### config.mk
export PLATFORM = sky130hd
export DESIGN_NAME = tmr_channel
export DESIGN_NICKNAME = d
export VERILOG_FILES = /design/src/rtl/tmr_pkg.sv /design/src/rtl/tmr_prescale.sv /design/src/rtl/tmr_count.sv /design/src/rtl/tmr_match.sv /design/src/rtl/tmr_channel.sv
export SDC_FILE = /design/constraint.sdc
export NUM_CORES = 1
export LEC_CHECK = 0
export BUFFER_PORTS_ARGS = -buffer_cell sky130_fd_sc_hd__buf_2
export CORE_UTILIZATION = 55
export CTS_CLUSTER_SIZE = 30
export DETAILED_ROUTE_END_ITERATION = 10
export PLACE_DENSITY = 0.79
export SLEW_MARGIN = 20
export SYNTH_ARGS = -nofsm -noshare
export SYNTH_HDL_FRONTEND = slang
export SYNTH_SLANG_ARGS = --single-unit
### constraint.sdc
create_clock -name clk -period 12.2 [get_ports clk]
set_input_delay 0.61 -clock clk [delete_from_list [all_inputs] [get_ports clk]]
set_output_delay 0.61 -clock clk [all_outputs]
set_load 0.02 [all_outputs]
### src/rtl/tmr_pkg.sv
package tmr_pkg;

    localparam int CNT_W  = 16;
    localparam int NMATCH = 3;
    localparam int PSN_W  = 4;
    localparam int ST_W   = NMATCH + 3;

    // counter control, bit 0 = halt ... bit 3 = match enable
    typedef struct packed {
        logic men;
        logic down;
        logic intv;
        logic halt;
    } cnt_cfg_t;

    localparam cnt_cfg_t CNT_CFG_RST = '{men: 1'b0, down: 1'b0, intv: 1'b0, halt: 1'b1};
    localparam int       ZERO_BIT    = 4;

    // all-ones mask of width n+1 bits, i.e. the prescaler terminal count
    function automatic logic [2**PSN_W-1:0] ps_last(input logic [PSN_W-1:0] n);
        return ~({(2**PSN_W){1'b1}} << (32'(n) + 32'd1));
    endfunction

endpackage

### src/rtl/tmr_prescale.sv
module tmr_prescale #(
    parameter int PSN_W = tmr_pkg::PSN_W
) (
    input  logic             clk,
    input  logic             rst,
    input  logic             restart,
    input  logic             en,
    input  logic [PSN_W-1:0] n,
    output logic             tick
);
    localparam int PC_W = 2**PSN_W;

    logic [PC_W-1:0] pcnt;
    logic [PC_W-1:0] last;
    logic            term;

    always_comb begin
        last = tmr_pkg::ps_last(n);
        term = (pcnt == last);
        tick = !en || term;
    end

    always_ff @(posedge clk) begin
        if (rst || restart || !en || term)
            pcnt <= '0;
        else
            pcnt <= pcnt + 1'b1;
    end
endmodule

### src/rtl/tmr_count.sv
module tmr_count #(
    parameter int CNT_W = tmr_pkg::CNT_W
) (
    input  logic             clk,
    input  logic             rst,
    input  logic             step,
    input  logic             zero,
    input  logic             down,
    input  logic             intv,
    input  logic [CNT_W-1:0] interval,
    output logic [CNT_W-1:0] count,
    output logic [CNT_W-1:0] nxt,
    output logic [CNT_W-1:0] limit,
    output logic             wrap
);
    logic at_edge;

    always_comb begin
        limit   = intv ? interval : {CNT_W{1'b1}};
        at_edge = down ? (count == '0) : (count >= limit);
        nxt     = count;
        if (step) begin
            if (down)
                nxt = at_edge ? limit : count - 1'b1;
            else
                nxt = at_edge ? '0 : count + 1'b1;
        end
        if (zero)
            nxt = '0;
        wrap = step && at_edge && !zero;
    end

    always_ff @(posedge clk) begin
        if (rst)
            count <= '0;
        else
            count <= nxt;
    end
endmodule

### src/rtl/tmr_match.sv
module tmr_match #(
    parameter int CNT_W  = tmr_pkg::CNT_W,
    parameter int NMATCH = tmr_pkg::NMATCH
) (
    input  logic                    armed,
    input  logic [CNT_W-1:0]        nxt,
    input  logic [CNT_W-1:0]        limit,
    input  logic [NMATCH*CNT_W-1:0] match_vals,
    output logic [NMATCH-1:0]       hit
);
    for (genvar i = 0; i < NMATCH; i++) begin : g_cmp
        logic [CNT_W-1:0] mv;
        assign mv     = match_vals[i*CNT_W +: CNT_W];
        assign hit[i] = armed && (nxt == mv) && (mv <= limit);
    end
endmodule

### src/rtl/tmr_channel.sv
module tmr_channel
    import tmr_pkg::*;
#(
    parameter int CNT_W  = tmr_pkg::CNT_W,
    parameter int NMATCH = tmr_pkg::NMATCH,
    parameter int PSN_W  = tmr_pkg::PSN_W,
    localparam int SW    = NMATCH + 3
) (
    input  logic                    clk,
    input  logic                    rst,
    input  logic                    clk_cfg_wr,
    input  logic [PSN_W:0]          clk_cfg_in,
    input  logic                    cnt_cfg_wr,
    input  logic [ZERO_BIT:0]       cnt_cfg_in,
    input  logic [CNT_W-1:0]        interval,
    input  logic [NMATCH*CNT_W-1:0] match_vals,
    input  logic [SW-1:0]           irq_en,
    input  logic                    status_clr,
    output logic [CNT_W-1:0]        count,
    output logic [SW-1:0]           status,
    output logic                    irq
);
    localparam int B_WRAP = 0;
    localparam int B_OVF  = NMATCH + 1;
    localparam int B_EVT  = NMATCH + 2;

    cnt_cfg_t         cnt_q;
    logic [PSN_W:0]   clk_q;
    logic             zero_req;
    logic             tick;
    logic             step;
    logic             wrap;
    logic [CNT_W-1:0] nxt;
    logic [CNT_W-1:0] limit;
    logic [NMATCH-1:0] hit;
    logic [SW-1:0]    set_v;

    assign zero_req = cnt_cfg_wr && cnt_cfg_in[ZERO_BIT];

    always_ff @(posedge clk) begin
        if (rst) begin
            cnt_q <= CNT_CFG_RST;
            clk_q <= '0;
        end else begin
            if (cnt_cfg_wr) cnt_q <= cnt_cfg_t'(cnt_cfg_in[ZERO_BIT-1:0]);
            if (clk_cfg_wr) clk_q <= clk_cfg_in;
        end
    end

    tmr_prescale #(.PSN_W(PSN_W)) u_ps (
        .clk     (clk),
        .rst     (rst),
        .restart (clk_cfg_wr || zero_req),
        .en      (clk_q[0]),
        .n       (clk_q[PSN_W:1]),
        .tick    (tick)
    );

    assign step = tick && !cnt_q.halt;

    tmr_count #(.CNT_W(CNT_W)) u_cnt (
        .clk      (clk),
        .rst      (rst),
        .step     (step),
        .zero     (zero_req),
        .down     (cnt_q.down),
        .intv     (cnt_q.intv),
        .interval (interval),
        .count    (count),
        .nxt      (nxt),
        .limit    (limit),
        .wrap     (wrap)
    );

    tmr_match #(.CNT_W(CNT_W), .NMATCH(NMATCH)) u_match (
        .armed      (cnt_q.men && step && !zero_req),
        .nxt        (nxt),
        .limit      (limit),
        .match_vals (match_vals),
        .hit        (hit)
    );

    always_comb begin
        set_v               = '0;
        set_v[B_WRAP]       = wrap && cnt_q.intv;
        set_v[NMATCH:1]     = hit;
        set_v[B_OVF]        = wrap && !cnt_q.intv;
        set_v[B_EVT]        = 1'b0;
    end

    always_ff @(posedge clk) begin
        if (rst)
            status <= '0;
        else
            status <= (status_clr ? '0 : status) | set_v;
    end

    assign irq = |(status & irq_en);
endmodule

==> flow_summary.ini, run 1 <==
[clocking]
cts_tree = done
cts.sinks = 46
cts_max_level = 2
cts-resized-gates = 0
cts_setup_buffers = 0
path_clk_slew_ns = 0.09
numCtsBuffers = 5
insertion_delay_ns = 0.31
clock-root-buffer = clkbuf_8
hold_buffers = 0
clk_path_buf_depth = 2

[global_route]
grt_pass1_vias = 6285
antenna_found_initial = 0
gr-total-overflow = 0
grt_max_degree = 35
grtUsageTotal_pct = 37.14
grt_pass1_wl_mm = 32.47

[die]
chipWidth_um = 105.5
coreArea_um2 = 10370
initial_core_util_pct = 56.85
dieArea_um2 = 11140
die_y_um = 105.5
io_pins = 108
row_count = 37

[final_layout]
fill_cells = 1020
drive_gt1_share_pct = 14.17
layout.nets = 1035
syn_to_final_growth_pct = 10.63
multi_input_area_um2 = 4654
num_antenna_cells = 0
ff_latch_area_um2 = 920.9

[synth]
syn_inst = 823
synth.cell_area_um2 = 5896
synth_cell_types = 74
synth_warnings = 0
synth_ff_type = dfxtp_1
syn_avg_cell_area_um2 = 7.164
postSynth.asyncResetShare_pct = 0
syn_nets = 970
synth_edf_count = 0
synth-seq-cells = 46
seq_area_frac_synth_pct = 15.62

[route]
wirelength_mm = 20.69
drt-vias-per-instance = 6.708
wl_per_cell_um = 20.18
drc = 0
wl_met3_mm = 1.853
dr_wl_met2_mm = 9.332
drt_iter0_drc = 922
first_pass_iters = 6
m1WireLength_mm = 8.032
top_layer_used = met4
vias = 6876
postRouteAntennaNets = 0

[power_and_ir_drop]
power_leakage_uw = 0.002869
ir_drop_mv = 0.04007
powerDensity_nw_per_um2 = 70.52

[critical_path]
cp.arrival_ns = 6.01
start_kind = register
cp.required_ns = 12.45
end_kind = register
path_class = reg -> reg
cp_max_fo = 22

[sta]
rsz0062_at_grt = no
max_freq_mhz = 173.5
slew_headroom_pct = 36.88
finalWorstSetupSlack_ns = 6.437
finalSetupTns_ns = 0
min_period_ns = 5.763
setup_viol = 0
period_share_pct = 47.24
tightest_slew_ns = 0.9468
hold_viol = 0
skew_ns = 0.007829
finalMaxSlewViolations = 0

[placement]
pre_cts_ws_ns = 6.675
dp_hpwl_mm = 15.91
port_buffers = 105
place_congestion = 1.054

[min_path]
min_path_type = reg -> reg

[job]
drv_cap = 0

[outcome]
status = finished clean
logic make-up (layout without fill, tap and decap cells):
logic type	count (synthesis)	in the layout	synth area share (%)
multiplexers	14	14	2.398
buffers and inverters	81	147	5.433
flip-flops	46	46	15.62
adder cells (fa/ha/maj)	64	64	13.50
AO/OA/AOI/OAI	230	230	27.14
AND/OR/NAND/NOR	337	337	28.42
other	1	1	0.06361
XOR/XNOR	50	50	7.428
layout by cell type, fill, tap and decap left out, types with 5 or more instances in the layout:
cell type / instances
ha_1: 62
a21oi_1: 45
o31ai_1: 5
nand2_1: 61
a22oi_1: 7
o21ai_0: 36
nand2b_1: 14
clkbuf_8: 5
mux2i_1: 13
nand4_1: 31
o22ai_1: 10
a21o_1: 20
nor3_1: 21
nor2b_1: 16
o211ai_1: 7
or4_1: 5
a31oi_1: 11
a211oi_1: 7
inv_1: 29
xnor2_1: 32
o21ai_1: 5
dfxtp_1: 46
and3_1: 13
o21a_1: 7
nand3_1: 30
a221oi_1: 7
a32oi_1: 5
nor2_1: 105
xor2_1: 18
buf_2: 105
o41ai_1: 5
nor4b_1: 5
nor4_1: 12
or3_1: 7
path summary, 6_finish.rpt:
| path | endpoint | startpoint | cells after the start | slack, ns |
|---|---|---|---|---|
| worst max register to register | status[3] | cnt_q[1] | 14 | 6.44 |
| worst max-delay path | status[3] | cnt_q[1] | 14 | 6.44 |
| worst min register to register | status[2] | status[2] | 2 | 0.47 |
| worst min-delay path | status[2] | status[2] | 2 | 0.47 |
cells in the mapped netlist, types with 5 or more instances:
master    instances  share of area (%)
nor2_1          105                6.7
ha_1             62                 13
nand2_1          61                3.9
dfxtp_1          46                 16
a21oi_1          45                3.8
clkbuf_1         41                2.6
o21ai_0          36                3.1
xnor2_1          32                4.8
nand4_1          31                3.3
nand3_1          30                2.5
inv_1            29                1.8
nor3_1           21                1.8
a21o_1           20                2.5
xor2_1           18                2.7
nor2b_1          16                1.7
nand2b_1         14                1.5
and3_1           13                1.4
mux2i_1          13                2.2
nor4_1           12                1.3
a31oi_1          11                1.2
o22ai_1          10                1.1
a211oi_1          7               0.89
a221oi_1          7                1.0
a22oi_1           7               0.89
o211ai_1          7               0.89
o21a_1            7               0.89
or3_1             7               0.74
a32oi_1           5               0.74
nor4b_1           5               0.74
o21ai_1           5               0.42
o31ai_1           5               0.64
o41ai_1           5               0.74
or4_1             5               0.64
power breakdown:
part / switching (uW) / total (uW) / internal (uW) / leakage, uW
registers: 10.9 / 165 / 154 / 0.000373
clock network: 56.4 / 117 / 60.4 / 0.0000579
logic: 108 / 178 / 70.2 / 0.00244
flip-flops by register name, summed over array words and instances (netlist names):
name	cells
u_ps.pcnt	16
cnt_q	4
clk_q	5
u_cnt.count	16
status	5
worst max-delay path: stages, from the launching register on:
cell and delay (ns):
dfxtp_1 0.60, inv_1 0.35, nor2_1 0.68, ha_1 0.38, and3_1 0.16, a221oi_1 0.29
o21ai_0 0.28, a311o_1 0.73, o41ai_1 0.67, nand2_1 0.19, nand3_1 0.12, o21ai_0 0.10
or4b_1 0.56, or4_1 0.45, o21ai_1 0.13
metrics by stage:
stage | hold slack, ns | utilization, % | total power [uW] | std cells | area (um^2)
2_1_floorplan | 0.4758 | - | 283.1 | 823 | 5896
3_3_place_gp | 0.4542 | 61.85 | 337.8 | 1017 | 6414
3_5_place_dp | 0.4618 | 61.85 | 339.9 | 1017 | 6414
4_1_cts | 0.4700 | 62.90 | 453.6 | 1025 | 6523
5_1_grt | 0.4902 | 62.90 | 482.3 | 1025 | 6523
6_report | 0.4693 | 62.90 | 460.0 | 1025 | 6523
final cells by class:
class,instances,share of cell area [%]
Timing Repair Buffer,109,8.517
Clock inverter,3,0.6138
Multi-Input combinational cell,696,71.36
Clock buffer,5,1.055
Tap cell,136,2.609
Inverter,30,1.726
Sequential cell,46,14.12
per-layer routing:
metal	up-vias	global-route usage, %
met3	102	5.380
met2	435	61.14
met5	-	0
met1	3139	45.71
met4	0	22.62
li1	3200	-
No activity file was read; power rests on OpenSTA's default activity.
==> run 2, diff against run 1 <==
==> constraint.sdc (replaced) <==
create_clock -name clk -period 5.55 [get_ports clk]
set_input_delay 0.2775 -clock clk [delete_from_list [all_inputs] [get_ports clk]]
set_output_delay 0.2775 -clock clk [all_outputs]
set_load 0.02 [all_outputs]
==> run 2 against run 1 <==
Effect of this change:
- total power grew 120%
- maximum frequency grew 15%
- sequential power grew 120%
- largest cell class unchanged
- die area is the same
- highest routed layer unchanged
- critical path type unchanged
- wire length grew 0.91%
==> flow_summary.ini, run 2 (synthesized netlist as in run 1, its figures left out) <==
[critical_path]
r2r-start = cnt_q[1]
cp.arrival_ns = 5.26
end_kind = register
path_class = reg -> reg
crit_slowest_cell = o41ai_1
path_cells = inv_1, nor2_1, buf_4, ha_1, a21o_1, a221o_1, a221o_1, a311o_1, o41ai_1, nand2_1, nand3_1, o21ai_0, or4b_1, or4_1, o21ai_1
reg2reg_setup_slack_ns = 0.54
reg2reg_depth = 15
cp.required_ns = 5.80
rr_endpoint = status[3]
cp_max_fo = 13
path_common_cell = a221o_1
max_stage_delay_ns = 0.62
start_kind = register

[global_route]
grt_pass1_vias = 6219
grtUsageTotal_pct = 37.06
grt_pass1_wl_mm = 32.45
gr-total-overflow = 0
antenna_found_initial = 0
grt_max_degree = 34

[clocking]
cts_max_level = 2
clk_path_buf_depth = 2
hold_buffers = 0
cts_setup_buffers = 0
cts-resized-gates = 0
path_clk_slew_ns = 0.09
insertion_delay_ns = 0.31
cts.sinks = 46
cts_tree = done
numCtsBuffers = 5
clock-root-buffer = clkbuf_8

[placement]
dp_hpwl_mm = 16.33
place_congestion = 1.022
port_buffers = 105
placed_cells = 1034

[die]
io_pins = 108
dieArea_um2 = 11140
row_count = 37
die_y_um = 105.5
chipWidth_um = 105.5
coreArea_um2 = 10370
initial_core_util_pct = 56.85

[power_and_ir_drop]
power_leakage_uw = 0.002958
ir_drop_mv = 0.09158
powerDensity_nw_per_um2 = 154.7

[final_layout]
ff_latch_area_um2 = 920.9
fill_cells = 989
syn_to_final_growth_pct = 12.86
fin_cells = 1042
multi_input_area_um2 = 4654
layout_common_cells = nor2_1, buf_2, ha_1
drive_gt1_share_pct = 15.78
layout.nets = 1052
largestRegisters = u_cnt.count x16, u_ps.pcnt x16
num_antenna_cells = 0

[sta]
tightest_slew_ns = 0.9184
slew_headroom_pct = 38.65
finalSetupTns_ns = 0
setup_viol = 0
hold_viol = 0
period_share_pct = 90.28
min_period_ns = 5.010
rsz0062_at_grt = no
max_freq_mhz = 199.6
finalMaxSlewViolations = 0
skew_ns = 0.005913

[min_path]
min_to = cnt_q[0]
hold_depth = 2
min_path_type = in -> reg
hp-start = cnt_cfg_in[0]

[route]
postRouteAntennaNets = 0
drt-vias-per-instance = 6.658
wirelength_mm = 20.88
wl_per_cell_um = 20.04
vias = 6938
drt_iter0_drc = 691
drc = 0
first_pass_iters = 5

[outcome]
status = finished clean

[job]
drv_cap = 0
-- run 2: layout make-up --
type | count | area share (%)
Clock buffer | 5 | 1.034
Clock inverter | 3 | 0.6581
Tap cell | 136 | 2.557
Sequential cell | 46 | 13.84
Multi-Input combinational cell | 696 | 69.95
Inverter | 30 | 1.692
Timing Repair Buffer | 126 | 10.27
-- run 2: worst max-delay path, delay by kind of cell, from the launching register on --
| family | cells | cell delay [ns] |
|---|---|---|
| and+or+nand+nor | 5 | 1.48 |
| buffers and inverters | 2 | 0.47 |
| DFF | 1 | 0.50 |
| AOI/OAI and AO/OA | 7 | 2.23 |
| adders and majority gates | 1 | 0.25 |
-- run 2: power breakdown --
group	switching (uW)	leakage (uW)	total [uW]	internal, uW
registers	19.0	0.000373	357	338
logic	246	0.00253	407	161
clock network	129	0.0000585	265	135
total	394	0.00296	1030	635
-- run 2: stage by stage --
stage,utilization [%],area [um^2],hold slack (ns),setup slack (ns),power (uW)
floorplan,-,5896,0.3954,1.203,622.3
global placement,63.08,6541,0.4586,0.7393,752.9
detailed placement,63.08,6541,0.4558,0.7282,755.4
CTS,64.17,6654,0.1673,0.6744,1017
global route,64.17,6654,0.1754,0.3394,1076
finish,64.17,6654,0.1667,0.5395,1029
-- run 2: routing by layer --
layer,up-vias,global-route usage [%],share of wire (%)
li1,3232,-,-
met1,3141,47.03,39
met2,457,58.98,44
met3,108,4.143,9.4
met4,0,25.10,7.5
met5,-,0,0
-- run 2: worst max path at each step --
stage / start / depth (start not counted) / to / slack, ns
floorplan: cnt_q[1] / 17 / status[3] / 1.20
global placement: cnt_q[1] / 15 / status[3] / 0.74
detailed placement: cnt_q[1] / 15 / status[3] / 0.73
CTS: cnt_q[1] / 15 / status[3] / 0.67
global route: clk_q[2] / 13 / status[3] / 0.34
finish: cnt_q[1] / 15 / status[3] / 0.54
